[src/rtl/spr_move_pkg.sv]
package spr_move_pkg;

  typedef enum logic [1:0] {
    SPR_NONE = 2'd0,
    SPR_FAST = 2'd1,
    SPR_XER  = 2'd2
  } spr_class_e;

  localparam int SPRN_W   = 10;
  localparam int HALF_W   = SPRN_W / 2;

  localparam logic [SPRN_W-1:0] SPRN_XER  = 10'd1;
  localparam logic [SPRN_W-1:0] SPRN_LR   = 10'd8;
  localparam logic [SPRN_W-1:0] SPRN_CTR  = 10'd9;
  localparam logic [SPRN_W-1:0] SPRN_SRR0 = 10'd26;
  localparam logic [SPRN_W-1:0] SPRN_SRR1 = 10'd27;
  localparam logic [SPRN_W-1:0] SPRN_TAR  = 10'd815;

  // architectural (big-endian) flag positions
  localparam int ABIT_SO   = 32;
  localparam int ABIT_OV   = 33;
  localparam int ABIT_CA   = 34;
  localparam int ABIT_OV32 = 44;
  localparam int ABIT_CA32 = 45;

  // big-endian bit n of an xlen-bit word -> little-endian index
  function automatic int be_idx(input int xlen, input int n);
    return xlen - 1 - n;
  endfunction

  // instruction field holds the two halves in reverse order
  function automatic logic [SPRN_W-1:0] unswap_sprn(input logic [SPRN_W-1:0] raw);
    return {raw[HALF_W-1:0], raw[SPRN_W-1:HALF_W]};
  endfunction

  function automatic spr_class_e classify_sprn(input logic [SPRN_W-1:0] n);
    spr_class_e c;
    unique case (n)
      SPRN_XER:                                       c = SPR_XER;
      SPRN_LR, SPRN_CTR, SPRN_SRR0, SPRN_SRR1, SPRN_TAR: c = SPR_FAST;
      default:                                        c = SPR_NONE;
    endcase
    return c;
  endfunction

endpackage

[src/rtl/spr_num_decode.sv]
module spr_num_decode
  import spr_move_pkg::*;
#(
  parameter int INSN_W    = 32,
  parameter int FIELD_LSB = 11
) (
  input  logic [INSN_W-1:0] insn,
  output logic [SPRN_W-1:0] sprn,
  output spr_class_e        cls
);
  localparam int FIELD_MSB = FIELD_LSB + SPRN_W - 1;

  logic [SPRN_W-1:0] raw_field;

  assign raw_field = insn[FIELD_MSB:FIELD_LSB];
  assign sprn      = unswap_sprn(raw_field);
  assign cls       = classify_sprn(sprn);
endmodule

[src/rtl/spr_write_path.sv]
module spr_write_path
  import spr_move_pkg::*;
#(
  parameter int XLEN = 64
) (
  input  logic            mt_en,
  input  spr_class_e      cls,
  input  logic [XLEN-1:0] opnd,
  output logic [XLEN-1:0] fast_data,
  output logic            fast_vld,
  output logic            so_data,
  output logic            so_vld,
  output logic [1:0]      ov_data,
  output logic            ov_vld,
  output logic [1:0]      ca_data,
  output logic            ca_vld
);
  localparam int I_SO   = be_idx(XLEN, ABIT_SO);
  localparam int I_OV   = be_idx(XLEN, ABIT_OV);
  localparam int I_CA   = be_idx(XLEN, ABIT_CA);
  localparam int I_OV32 = be_idx(XLEN, ABIT_OV32);
  localparam int I_CA32 = be_idx(XLEN, ABIT_CA32);

  logic to_fast, to_flags;

  assign to_fast  = mt_en && (cls == SPR_FAST);
  assign to_flags = mt_en && (cls == SPR_XER);

  always_comb begin
    fast_data = '0;
    fast_vld  = 1'b0;
    so_data   = 1'b0;
    so_vld    = 1'b0;
    ov_data   = 2'b00;
    ov_vld    = 1'b0;
    ca_data   = 2'b00;
    ca_vld    = 1'b0;
    if (to_fast) begin
      fast_data = opnd;
      fast_vld  = 1'b1;
    end
    if (to_flags) begin
      so_data = opnd[I_SO];
      ov_data = {opnd[I_OV32], opnd[I_OV]};
      ca_data = {opnd[I_CA32], opnd[I_CA]};
      so_vld  = 1'b1;
      ov_vld  = 1'b1;
      ca_vld  = 1'b1;
    end
  end
endmodule

[src/rtl/spr_read_path.sv]
module spr_read_path
  import spr_move_pkg::*;
#(
  parameter int XLEN = 64
) (
  input  logic            mf_en,
  input  spr_class_e      cls,
  input  logic [XLEN-1:0] fast_val,
  input  logic            so,
  input  logic [1:0]      ov,
  input  logic [1:0]      ca,
  output logic [XLEN-1:0] res,
  output logic            res_vld
);
  localparam int NFLAG = 5;

  logic [XLEN-1:0] xer_image;
  logic [NFLAG-1:0] flag_val;

  // flag order: SO, OV, CA, OV32, CA32
  assign flag_val = {ca[1], ov[1], ca[0], ov[0], so};

  function automatic int flag_pos(input int k);
    int p;
    case (k)
      0:       p = ABIT_SO;
      1:       p = ABIT_OV;
      2:       p = ABIT_CA;
      3:       p = ABIT_OV32;
      default: p = ABIT_CA32;
    endcase
    return be_idx(XLEN, p);
  endfunction

  always_comb begin
    xer_image = '0;
    for (int k = 0; k < NFLAG; k++) begin
      xer_image[flag_pos(k)] = flag_val[k];
    end
  end

  always_comb begin
    res     = '0;
    res_vld = mf_en;
    if (mf_en) begin
      unique case (cls)
        SPR_FAST: res = fast_val;
        SPR_XER:  res = xer_image;
        default:  res = '0;
      endcase
    end
  end
endmodule

[src/rtl/spr_move_stage.sv]
module spr_move_stage
  import spr_move_pkg::*;
#(
  parameter int              XLEN      = 64,
  parameter int              INSN_W    = 32,
  parameter int              OPC_W     = 7,
  parameter int              TAG_W     = 2,
  parameter logic [OPC_W-1:0] OPC_MT   = 7'd50,
  parameter logic [OPC_W-1:0] OPC_MF   = 7'd51
) (
  input  logic [OPC_W-1:0]  op_type_i,
  input  logic [INSN_W-1:0] insn_i,
  input  logic [TAG_W-1:0]  tag_i,
  input  logic [XLEN-1:0]   opnd_i,
  input  logic [XLEN-1:0]   fast_i,
  input  logic              xer_so_i,
  input  logic [1:0]        xer_ov_i,
  input  logic [1:0]        xer_ca_i,
  output logic [OPC_W-1:0]  op_type_o,
  output logic [INSN_W-1:0] insn_o,
  output logic [TAG_W-1:0]  tag_o,
  output logic [XLEN-1:0]   res_o,
  output logic              res_vld_o,
  output logic [XLEN-1:0]   fast_wr_o,
  output logic              fast_wr_vld_o,
  output logic              so_wr_o,
  output logic              so_wr_vld_o,
  output logic [1:0]        ov_wr_o,
  output logic              ov_wr_vld_o,
  output logic [1:0]        ca_wr_o,
  output logic              ca_wr_vld_o
);
  // named internal events for the checker
  logic              mt_fire;
  logic              mf_fire;
  logic [SPRN_W-1:0] spr_num;
  spr_class_e        spr_cls;

  assign mt_fire = (op_type_i == OPC_MT);
  assign mf_fire = (op_type_i == OPC_MF);

  assign op_type_o = op_type_i;
  assign insn_o    = insn_i;
  assign tag_o     = tag_i;

  spr_num_decode #(.INSN_W(INSN_W), .FIELD_LSB(11)) u_dec (
    .insn (insn_i),
    .sprn (spr_num),
    .cls  (spr_cls)
  );

  spr_write_path #(.XLEN(XLEN)) u_wr (
    .mt_en     (mt_fire),
    .cls       (spr_cls),
    .opnd      (opnd_i),
    .fast_data (fast_wr_o),
    .fast_vld  (fast_wr_vld_o),
    .so_data   (so_wr_o),
    .so_vld    (so_wr_vld_o),
    .ov_data   (ov_wr_o),
    .ov_vld    (ov_wr_vld_o),
    .ca_data   (ca_wr_o),
    .ca_vld    (ca_wr_vld_o)
  );

  spr_read_path #(.XLEN(XLEN)) u_rd (
    .mf_en    (mf_fire),
    .cls      (spr_cls),
    .fast_val (fast_i),
    .so       (xer_so_i),
    .ov       (xer_ov_i),
    .ca       (xer_ca_i),
    .res      (res_o),
    .res_vld  (res_vld_o)
  );
endmodule

[config.mk]
export PLATFORM = sky130hd
export DESIGN_NAME = spr_move_stage
export DESIGN_NICKNAME = d
export VERILOG_FILES = /design/src/rtl/spr_move_pkg.sv /design/src/rtl/spr_num_decode.sv /design/src/rtl/spr_write_path.sv /design/src/rtl/spr_read_path.sv /design/src/rtl/spr_move_stage.sv
export SDC_FILE = /design/constraint.sdc
export NUM_CORES = 1
export LEC_CHECK = 0
export BUFFER_PORTS_ARGS = -buffer_cell sky130_fd_sc_hd__buf_2
export CAP_MARGIN = 5
export CORE_AREA = 2 2 139 141
export DETAILED_ROUTE_END_ITERATION = 8
export DIE_AREA = 0 0 141 143
export GPL_TIMING_DRIVEN = 0
export SETUP_SLACK_MARGIN = 0.3
export SLEW_MARGIN = 20
export SYNTH_ARGS = -nofsm -noshare
export SYNTH_HDL_FRONTEND = slang
export SYNTH_SLANG_ARGS = --single-unit
export TNS_END_PERCENT = 20
[constraint.sdc]
create_clock -name vclk -period 2.8
set_input_delay 0.42 -clock vclk [all_inputs]
set_output_delay 0.42 -clock vclk [all_outputs]
set_load 0.02 [all_outputs]
==> results of run 1 <==
## cells in the mapped netlist, drive strengths merged
cell type  count  area, um^2
o21ai          1        5.00
inv            1        3.75
o211a          1        10.0
a22oi          5        37.5
nor4           2        18.8
ha             2        25.0
or4            1        7.51
nor2           7        26.3
and2         129         807
nand3          1        5.00
nor3           2        15.0
nor4b          1        15.0
clkbuf         3        11.3
or4b           1        13.8
nand2b         2        12.5
a211oi         1        7.51
buf           53         412
and4           1        8.76
o211ai         1        7.51
nand2          4        15.0
or3            1        6.26
nand4bb        1        27.5
## timing repair
action                     CTS  global route
setup endpoints to repair  137           136
setup buffers                5             0
pin swaps                   16            12
hold endpoints to repair     0             0
resized for setup          203            23
cloned                       3             0
## kinds of logic after synthesis
kind of cell | count (synthesis)
compound gates | 9
fa+ha+maj | 2
buf+inv | 57
simple gates | 153
## layout make-up
| type | instances | area share [%] |
|---|---|---|
| Multi-Input combinational cell | 164 | 30.5 |
| Tap cell | 234 | 6.68 |
| Timing Repair Buffer | 337 | 51.8 |
| Buffer | 56 | 11.0 |
| Inverter | 1 | 0.0856 |
## stage by stage
step | total power [mW] | hold WS [ps]
2_1_floorplan | 0.0993 | 896
3_3_place_gp | 0.236 | 1060
3_5_place_dp | 0.238 | 1060
4_1_cts | 0.245 | 1060
5_1_grt | 0.264 | 1060
6_report | 0.245 | 1060
## per-layer routing
| layer | GRT usage [%] | part of all wire (%) | up-vias |
|---|---|---|---|
| met5 | 0 | 0 | - |
| met4 | 0 | 0 | 0 |
| met3 | 0.604 | 7.8 | 0 |
| met2 | 17.2 | 59 | 189 |
| met1 | 7.90 | 33 | 1195 |
| li1 | - | - | 1322 |
## path summary, 6_finish.rpt
path                            end  cells after the start  slack [ps]        from
worst max-delay path  fast_wr_o[25]                     11        -150  insn_i[14]
worst min-delay path      insn_o[9]                      2        1060   insn_i[9]
## power by group
part | total [mW] | leakage [nW] | switching, mW | internal (mW)
logic | 0.245 | 2.49 | 0.106 | 0.139
clock network | 0 | 0 | 0 | 0
registers | 0 | 0 | 0 | 0
total | 0.245 | 2.49 | 0.106 | 0.139
==> run summary, run 1 <==
The sequential cell count of the final layout came out at 0. The die covers 0.0202 mm^2. The wire-length estimate of the detail-placed layout is 7680 um. Static leakage: 2.49 nW. Power density normalized to cell area: 55.8 mW/mm^2. The largest single stage delay on the critical path is 530 ps. The tools report the critical path data arrival time as 2530 ps. The logs give 397 for the post-synth net total and 2380 ps for the required time of the critical path. The worst setup path is of the primary input to output pin kind. The final reports fail on setup timing. For the max-cap check violation count, the log shows 0. The worst pin sits at a relative slew slack of 60.9%. 0 antenna diodes ended up in the layout. The run finished, with violations left. Dividing the synthesized area by the synthesized cell count gives 6.78 um^2. In the synthesized netlist, the number of instances is 221. The fill cell instance count of the final layout was 2034; the number of clock buffers in the layout was 0. The initialized floorplan defines 50 standard-cell rows. STA classifies the critical path endpoint as an output pin.

The standard cell with the maximum stage delay on the critical path was sky130_fd_sc_hd__or4_4. After floorplanning, the core was sized to cover 0.0186 mm^2. The synthesized netlist devotes 0% of its cell area to XOR and XNOR gates. For the final routed database, the setup TNS stands at -9710 ps. The post-synthesis sequential area ratio was 0%; the smallest setup slack after layout was -150 ps. Subtracting the final worst setup slack from the clock period gives 2950 ps. The logs give 8.06% for the starting density of the core and 339 MHz for the maximum clock frequency.

Buffers placed on the I/O ports in this run total 329. First-pass iteration count of the detailed router: 4. The post-layout instance count excluding filler cells was 792; the placed instance count was 784. Summing all flip-flop and latch instances after layout gives 0 um^2. The initial antenna violation count is 0, and the routed wire length per instance is 11.7 um. The run gives 0 as the count of yosys warnings during synthesis. The cell that appears most often on the critical path is sky130_fd_sc_hd__buf_6.

Post-detailed-route count of antenna-violating nets: 0. In this run, post-CTS hold repair placed 0 buffers. Measured along the x axis, the die boundary spans 141 um. The type of the worst min-delay path is primary input to output pin.

The proportion of synthesized area in mux cells is 0%, and the pre-CTS setup slack is -467 ps. The number of hold violations in the final report is 0. The library cells used most frequently in the layout, excluding fill and tap cells, are sky130_fd_sc_hd__buf_2 (233), sky130_fd_sc_hd__buf_6 (91), sky130_fd_sc_hd__buf_4 (63). The kind of cell with the highest combined delay along the critical path is simple AND/OR/NAND/NOR gates. The run gives 353 as the number of primary I/O pins.

The post-synthesis compound-gate area fraction was 4.51%; the number of distinct standard cells referenced by the synthesized netlist was 26. The total placed instance area is 0.00367 mm^2. After detailed routing, the number of remaining DRC violations is 0. Across the VDD grid, the largest voltage drop is 30.7 uV.

Dividing the detail-routed via count by the number of cells gives 3.42. The first global-routing pass estimated 12500 um of wire. Wires add up to 9260 um. The die is 143 um tall. The count of buffer and inverter cells on the critical path was 5; the number of vias in the routed layout was 2706. After Yosys synthesis, and, or, nand and nor cells account for 65.3% of the synthesized area. STA classifies the critical path startpoint as a primary input. In the final design database the tool counted 736 nets. For the end-of-flow core utilization, the log shows 23.6%. The final critical path takes up 105% of the cycle.

Global routing finished with a remaining overflow of 0. The share of layout cells above drive strength 1 was 88.0%; the via count of the first global-routing pass was 2551. The count of pins over their slew limit is 0, and the largest fanout on the critical path is 7. Setup repair after global routing could not meet its margin everywhere.

The tools report the global routing usage summed across all routing layers as 7.64%. Dominant combinational cell family by area after synthesis: simple AND/OR/NAND/NOR gates. After Yosys synthesis, full adders, half adders and majority gates account for 1.67% of the synthesized area. The cell area that synthesis handed to floorplanning was 0.00150 mm^2. Entering global routing, the biggest net connects 11 pins. The actual slew at the worst max-slew pin is 582 ps.

Traced cell by cell, the critical path runs through buf_6, or4_4, a211oi_2, o211a_1, ha_4, nor4b_4, buf_6, buf_12, buf_6, and2_2, buf_4. The final instance area was 0.00438 mm^2; the total setup violations reported at the end of the flow was 103. The global placement routability congestion was 0.770; the layout overhead on the synthesized area was 193%. The tools report the multi-input gate area in the final layout as 0.00134 mm^2. The library cell used most frequently in the layout, excluding fill and tap cells, is sky130_fd_sc_hd__buf_2. The violation count after the first detailed-routing iteration is 22.
Note: power is estimated with default switching activity, not from simulation.
==> run 2: changes to the inputs <==
Settings changed: ABC_AREA set to 1, CORE_AREA 2 2 139 141 to 2 2 138 140, DIE_AREA 0 0 141 143 to 0 0 140 142.
==> run summary, run 2 <==
The flow ran to the end, but the final reports show violations. The checks that failed: DRC. Sequential cell count of the final layout: 0 (unchanged). The kind of critical path was primary input to output pin. The critical path data arrival time is 2090 ps (-440 ps).

The most frequent cell on the critical path was sky130_fd_sc_hd__buf_6. The DRC violations left came out at 20 (+20). The largest stage delay on the critical path works out to 200 ps (-330 ps).

The tools report the maximum clock frequency as 398 MHz (+17%). In the post-synthesis netlist, the cell with the most instances is sky130_fd_sc_hd__inv_1. The logs give 50 (unchanged) for the site row count and 543 (+37%) for the post-synth net total. The tools report the required time of the critical path as 2380 ps (about the same).

The clock network fraction of design power is 0% (unchanged). The tools report the core region area as 0.0185 mm^2 (-0.67%). The run gives 4680 um (-14%) as the length of routed met2 wiring. The nature of the critical path startpoint was a primary input. The maximum number of pins on one net before global-route repair came out at 11 (unchanged). The logs give 7.48% (-0.16 points) for the global routing usage summed across all routing layers and 18 (-31%) for the number of distinct standard cells referenced by the synthesized netlist.

The logs give 0 (unchanged) for the count of pins over their slew limit and 0 (unchanged) for the count of yosys warnings during synthesis. For the die area, the log shows 0.0199 mm^2 (-1.4%). The highest layer touched by signal routing is met4. The net switching power figure is 0.147 mW (+39%), and the actual slew at the worst max-slew pin is 314 ps (-268 ps). The average vias per placed instance is 3.27 (-4.4%), and the share of total power consumed by net switching is 48.8% (+5.5 points). The horizontal extent of the die is 140 um (-0.71%).

The largest fanout on the critical path was 10 (+3); the layout overhead on the synthesized area was 142%. The worst-case headroom to the max-slew limit came out at 79.0% (+18 points). The share of power burned in combinational logic came out at 100.0% (about the same). The number of primary I/O pins was 353 (unchanged); the met3 wire length was 700 um (-3.6%). The average instance area after synthesis came out at 4.67 um^2 (-31%).

The tools report the type of element capturing the critical path as an output pin. The share of layout cells above drive strength 1 is 61.5% (-27 points). The routed wire length per instance was 9.84 um (-16%). The number of clock buffers in the layout is 0 (unchanged), and the internal power component is 0.154 mW (+11%). Count of nets after finishing: 884 (+20%).

The run gives 0 (unchanged) as the initial antenna violation count. The total setup violations reported at the end of the flow came out at 0 (-100%). The path class of the tightest hold or removal check is primary input to output pin. The logs give 7950 um (+3.5%) for the placed wire-length estimate after detailed placement and 0 (unchanged) for the post-detailed-route count of antenna-violating nets. The total negative slack for setup checks is 0 ps (+9710 ps).

Setup repair after global routing could not meet its margin everywhere. The end-of-flow core utilization is 22.4% (-1.2 points). The max-cap check violation count was 0 (unchanged). For the final routed wirelength across all metal layers, the log shows 9250 um (-0.11%). The post-synthesis sequential area ratio came out at 0% (unchanged).

The leading cell type in the layout, fill and taps excluded was sky130_fd_sc_hd__buf_2. The power density normalized to cell area is 72.8 mW/mm^2 (+30%), and the number of vias in the routed layout is 3070 (+13%). The run gives 33.6 uV (+9.5%) as the maximum resistive drop on vdd.

The sequential fraction of design power is 0% (unchanged). The fraction of synthesized cell area taken by the top area cell type was 30.4% (-23 points). The top cell types in the final layout, fill and taps aside, are sky130_fd_sc_hd__buf_2 (284), sky130_fd_sc_hd__inv_1 (139), sky130_fd_sc_hd__nor2_1 (109). The synthesized design spends more area on one cell type than any other, namely sky130_fd_sc_hd__inv_1. By count the netlist is led by sky130_fd_sc_hd__inv_1 (139), sky130_fd_sc_hd__nor2_1 (131), sky130_fd_sc_hd__buf_4 (43). The via count of the first global-routing pass was 2589 (+1.5%). The overall overflow remaining after global route is 0 (unchanged), and the violation count after the first detailed-routing iteration is 111 (+400%). After synthesis, the cell types taking the most area are sky130_fd_sc_hd__inv_1 (30%), sky130_fd_sc_hd__nor2_1 (29%), sky130_fd_sc_hd__buf_4 (19%), sky130_fd_sc_hd__nor2_4 (6.6%), sky130_fd_sc_hd__nand2_1 (2.8%). The tools report the count of mapped cells out of synthesis as 367 (+66%).

For the final instance area, the log shows 0.00414 mm^2 (-5.5%). The global placement routability congestion came out at 0.783 (+1.7%). The standard cell with the maximum stage delay on the critical path was sky130_fd_sc_hd__ha_2.

The period utilization was 89.8% (-16 points); the count of buffer and inverter cells on the critical path was 5 (unchanged). The static leakage was 3.01 nW (+21%). The fill cell instance count of the final layout is 2076 (+2.1%). The critical path goes through buf_6, nor2_4, nand2_2, o21ai_2, nand2_1, nor2_1, ha_2, nand4_1, buf_6, buf_6, buf_8, nor2_1, buf_2.

The total placed instance area was 0.00365 mm^2 (-0.34%); the number of antenna repair diodes was 0 (unchanged). The global-route wire length before repair came out at 12400 um (-1.2%). The die extent in y is 142 um (-0.70%). The run gives 0.00171 mm^2 (+14%) as the summed instance area of the synthesized netlist. The register cell area after layout is 0 um^2 (unchanged).

The starting density of the core was 9.29% (+1.2 points); the total of hold buffers inserted after clock tree synthesis was 0 (unchanged). The first-pass iteration count of the detailed router was 7 (+3). The cell family with the largest share of critical-path delay is buffers and inverters. The minimum period implied by the final worst setup slack is 2510 ps (-437 ps), and the number of hold violations in the final report is 0 (unchanged). The number of buffers added on ports is 329 (unchanged). The routed metal-1 wire length was 3720 um (+21%).
run 2: timing repair:
action,4_1_cts,5_1_grt
pin swaps,1,5
endpoints found under the setup margin,137,133
resized for setup,28,109
cloned,0,3
buffers inserted,5,2
run 2: area by class of cell:
class,count,area (um^2),area share (%)
tap,234,293,7.07
multi-input combinational,172,920,22.2
inverter,139,522,12.6
timing repair buffer,339,1930,46.7
buffer,56,472,11.4
run 2: metal layers:
metal | up-vias | GRT usage (%)
li1 | 1614 | -
met1 | 1261 | 9.39
met2 | 187 | 14.2
met3 | 8 | 0.538
met4 | 0 | 1.28
met5 | - | 0
run 2: metrics by stage:
stage | setup slack (ps) | cells | power, mW | hold slack, ps
after global placement | -242 | 930 | 0.285 | 1060
after detailed placement | -278 | 930 | 0.287 | 1060
final | 287 | 940 | 0.301 | 1060
after CTS | 153 | 935 | 0.292 | 1060
after global routing | 202 | 940 | 0.331 | 1060
after floorplan | 387 | 367 | 0.140 | 953
run 2: logic make-up after synthesis:
group           synth area share (%)
buf+inv                         53.6
fa+ha+maj                       1.46
simple gates                    41.5
compound gates                  3.43
run 2: power by group through the flow:
stage	clock [mW]	sequential [mW]	combinational, mW
2_1_floorplan	0	0	0.140
3_3_place_gp	0	0	0.285
3_5_place_dp	0	0	0.287
4_1_cts	0	0	0.292
5_1_grt	0	0	0.331
6_report	0	0	0.301
run 2: final timing paths:
path / start / end / cells after the start
worst max-delay path: insn_i[12] / fast_wr_o[34] / 13
worst min-delay path: insn_i[10] / insn_o[10] / 2
==> run 3: changes to the inputs <==
Settings changed: CORE_AREA 2 2 138 140 to 2 2 137 139, DIE_AREA 0 0 140 142 to 0 0 139 141.
Clock period 2.8 ns to 3.05 ns, I/O delays scaled along.
==> run summary, run 3 (same netlist as run 2, synthesis figures left out) <==
The run finished with clean final reports. For the maximum resistive drop on vdd, the log shows 38.7 uV (+15%). The worst setup path is launched from a primary input.

The number of cells traversed by the worst hold path was 2 (unchanged). The DRC violations left was 0 (-100%); the clock network fraction of design power was 0% (unchanged). The site row count is 50 (unchanged). The max-cap check violation count is 0 (unchanged), and the period utilization is 87.5%.

The logs give 50 (-55%) for the violation count after the first detailed-routing iteration and 7.64% (+0.15 points) for the global routing usage summed across all routing layers. The core region area came out at 0.0183 mm^2 (-1.0%). The number of buffers added on ports was 329 (unchanged); the maximum clock frequency was 375 MHz. Total power of the final layout: 0.268 mW (-11%).

Number of clock buffers in the layout: 0 (unchanged). Die extent in y: 141 um (-0.70%). The sequential cell count of the final layout came out at 0 (unchanged).

The kind of cell with the highest combined delay along the critical path is simple AND/OR/NAND/NOR gates. Share of total power consumed by net switching: 48.5% (-0.35 points). The count of nets after finishing is 877 (-0.79%). The signal on the critical path passes through buf_2, nor2_4, nand2_1, o21ai_2, nand2_1, nor2_2, ha_2, nand4_1, buf_6, buf_4, nor2_1, buf_2. The internal power component was 0.138 mW (-10%); the via count of the first global-routing pass was 2566 (-0.89%). The overall overflow remaining after global route came out at 0 (unchanged). The number of primary I/O pins is 353 (unchanged), and the placed wire-length estimate after detailed placement is 8100 um (+1.8%).

The register cell area after layout came out at 0 um^2 (unchanged). The actual slew at the worst max-slew pin was 366 ps (+52.2 ps); the largest fanout on the critical path was 10 (unchanged). Setup repair after global routing could not meet its margin everywhere.

The sequential fraction of design power was 0% (unchanged); the fill cell instance count of the final layout was 2103 (+1.3%). For the maximum number of pins on one net before global-route repair, the log shows 11 (unchanged). The run gives 0 (unchanged) as the count of pins over their slew limit. In the layout the commonest cells are sky130_fd_sc_hd__buf_2 (321), sky130_fd_sc_hd__inv_1 (139), sky130_fd_sc_hd__nor2_1 (117). Total of hold buffers inserted after clock tree synthesis: 0 (unchanged). Power density normalized to cell area: 70.3 mW/mm^2 (-3.4%). The share of layout cells above drive strength 1 works out to 59.5% (-2.0 points). The post-layout instance count excluding filler cells was 933 (-0.74%).

For the share of power burned in combinational logic, the log shows 100.0% (about the same). The leading cell type in the layout, fill and taps excluded is sky130_fd_sc_hd__buf_2. The count of buffer and inverter cells on the critical path works out to 4 (-1). The average vias per placed instance works out to 3.26 (-0.33%).

The run gives 2.93 nW (-2.4%) as the static leakage. The routed wire length per instance came out at 9.53 um (-3.2%). Type of element capturing the critical path: an output pin. End of the worst hold path: insn_o[0].

The required time of the critical path is 2590 ps (+210 ps), and the initial antenna violation count is 0 (unchanged). The standard cell with the maximum stage delay on the critical path is sky130_fd_sc_hd__nand4_1. The run gives 3037 (-1.1%) as the number of vias in the routed layout.

The tools report the worst-case headroom to the max-slew limit as 75.6% (-3.4 points). The run gives 0 (unchanged) as the number of hold violations in the final report. The number of antenna repair diodes came out at 0 (unchanged). The net switching power figure was 0.130 mW (-12%).

The first-pass iteration count of the detailed router was 4 (-3). The placed instance count came out at 930 (unchanged). The horizontal extent of the die is 139 um (-0.71%), and the global-route wire length before repair is 12300 um (-0.61%). The minimum period implied by the final worst setup slack is 2670 ps, and the largest stage delay on the critical path is 220 ps (+20 ps). The run gives 0 (unchanged) as the post-detailed-route count of antenna-violating nets.

From synthesis to final layout, the design area changed by 122%. The final routed wirelength across all metal layers came out at 8890 um (-3.9%). The logs give 0 (unchanged) for the total setup violations reported at the end of the flow and 9.38% (+0.095 points) for the starting density of the core.

The critical path is of the primary input to output pin type. The tools report the launch point of the worst hold path as insn_i[0]. The logs give 0.0196 mm^2 (-1.4%) for the die area and 0.768 (-1.9%) for the global placement routability congestion. For the critical path data arrival time, the log shows 2210 ps (+120 ps). The type of the worst min-delay path is primary input to output pin.
==> run 3: through the flow <==
stage	hold WS, ps	util, %	setup slack, ps	area, um^2	TNS (ps)
6_report	1130	20.9	380	3810	0
3_5_place_dp	1130	20.0	-139	3650	-1840
3_3_place_gp	1130	20.0	-152	3650	-2530
5_1_grt	1130	20.9	227	3810	0
2_1_floorplan	1030	-	562	1710	0
4_1_cts	1130	20.2	252	3690	0
==> run 3: what timing repair did <==
item / CTS / global route
setup buffers: 2 / 1
cloned: 0 / 0
pin swaps: 1 / 3
resized for setup: 10 / 49
setup endpoints to repair: 118 / 122
==> run 3: per-layer routing <==
layer	global-route usage [%]	wire length [um]	vias up	share of wire, %
met5	0	0	-	0
li1	-	-	1594	-
met3	1.05	812	0	9.1
met1	8.22	3210	1251	36
met4	0	0	0	0
met2	16.4	4860	192	55
==> run 3: power groups by stage <==
stage          sequential, mW  combinational [mW]  clock, mW
5_1_grt                     0               0.296          0
4_1_cts                     0               0.268          0
3_3_place_gp                0               0.264          0
3_5_place_dp                0               0.265          0
6_report                    0               0.268          0
2_1_floorplan               0               0.129          0
==> run 3: worst max path at each step <==
stage / startpoint / end / slack, ps / cells after the start
2_1_floorplan: insn_i[13] / fast_wr_o[54] / 560 / 10
3_3_place_gp: insn_i[13] / fast_wr_o[49] / -150 / 12
3_5_place_dp: insn_i[13] / fast_wr_o[49] / -140 / 12
4_1_cts: insn_i[13] / res_o[28] / 250 / 11
5_1_grt: insn_i[13] / fast_wr_o[41] / 230 / 12
6_report: insn_i[13] / fast_wr_o[51] / 380 / 12
==> run 3: cell type report <==
class	instances	area, um^2	share of cell area [%]
Tap cell	234	293	7.68
Multi-Input combinational cell	172	861	22.6
Inverter	139	522	13.7
Timing Repair Buffer	332	1710	44.8
Buffer	56	428	11.2
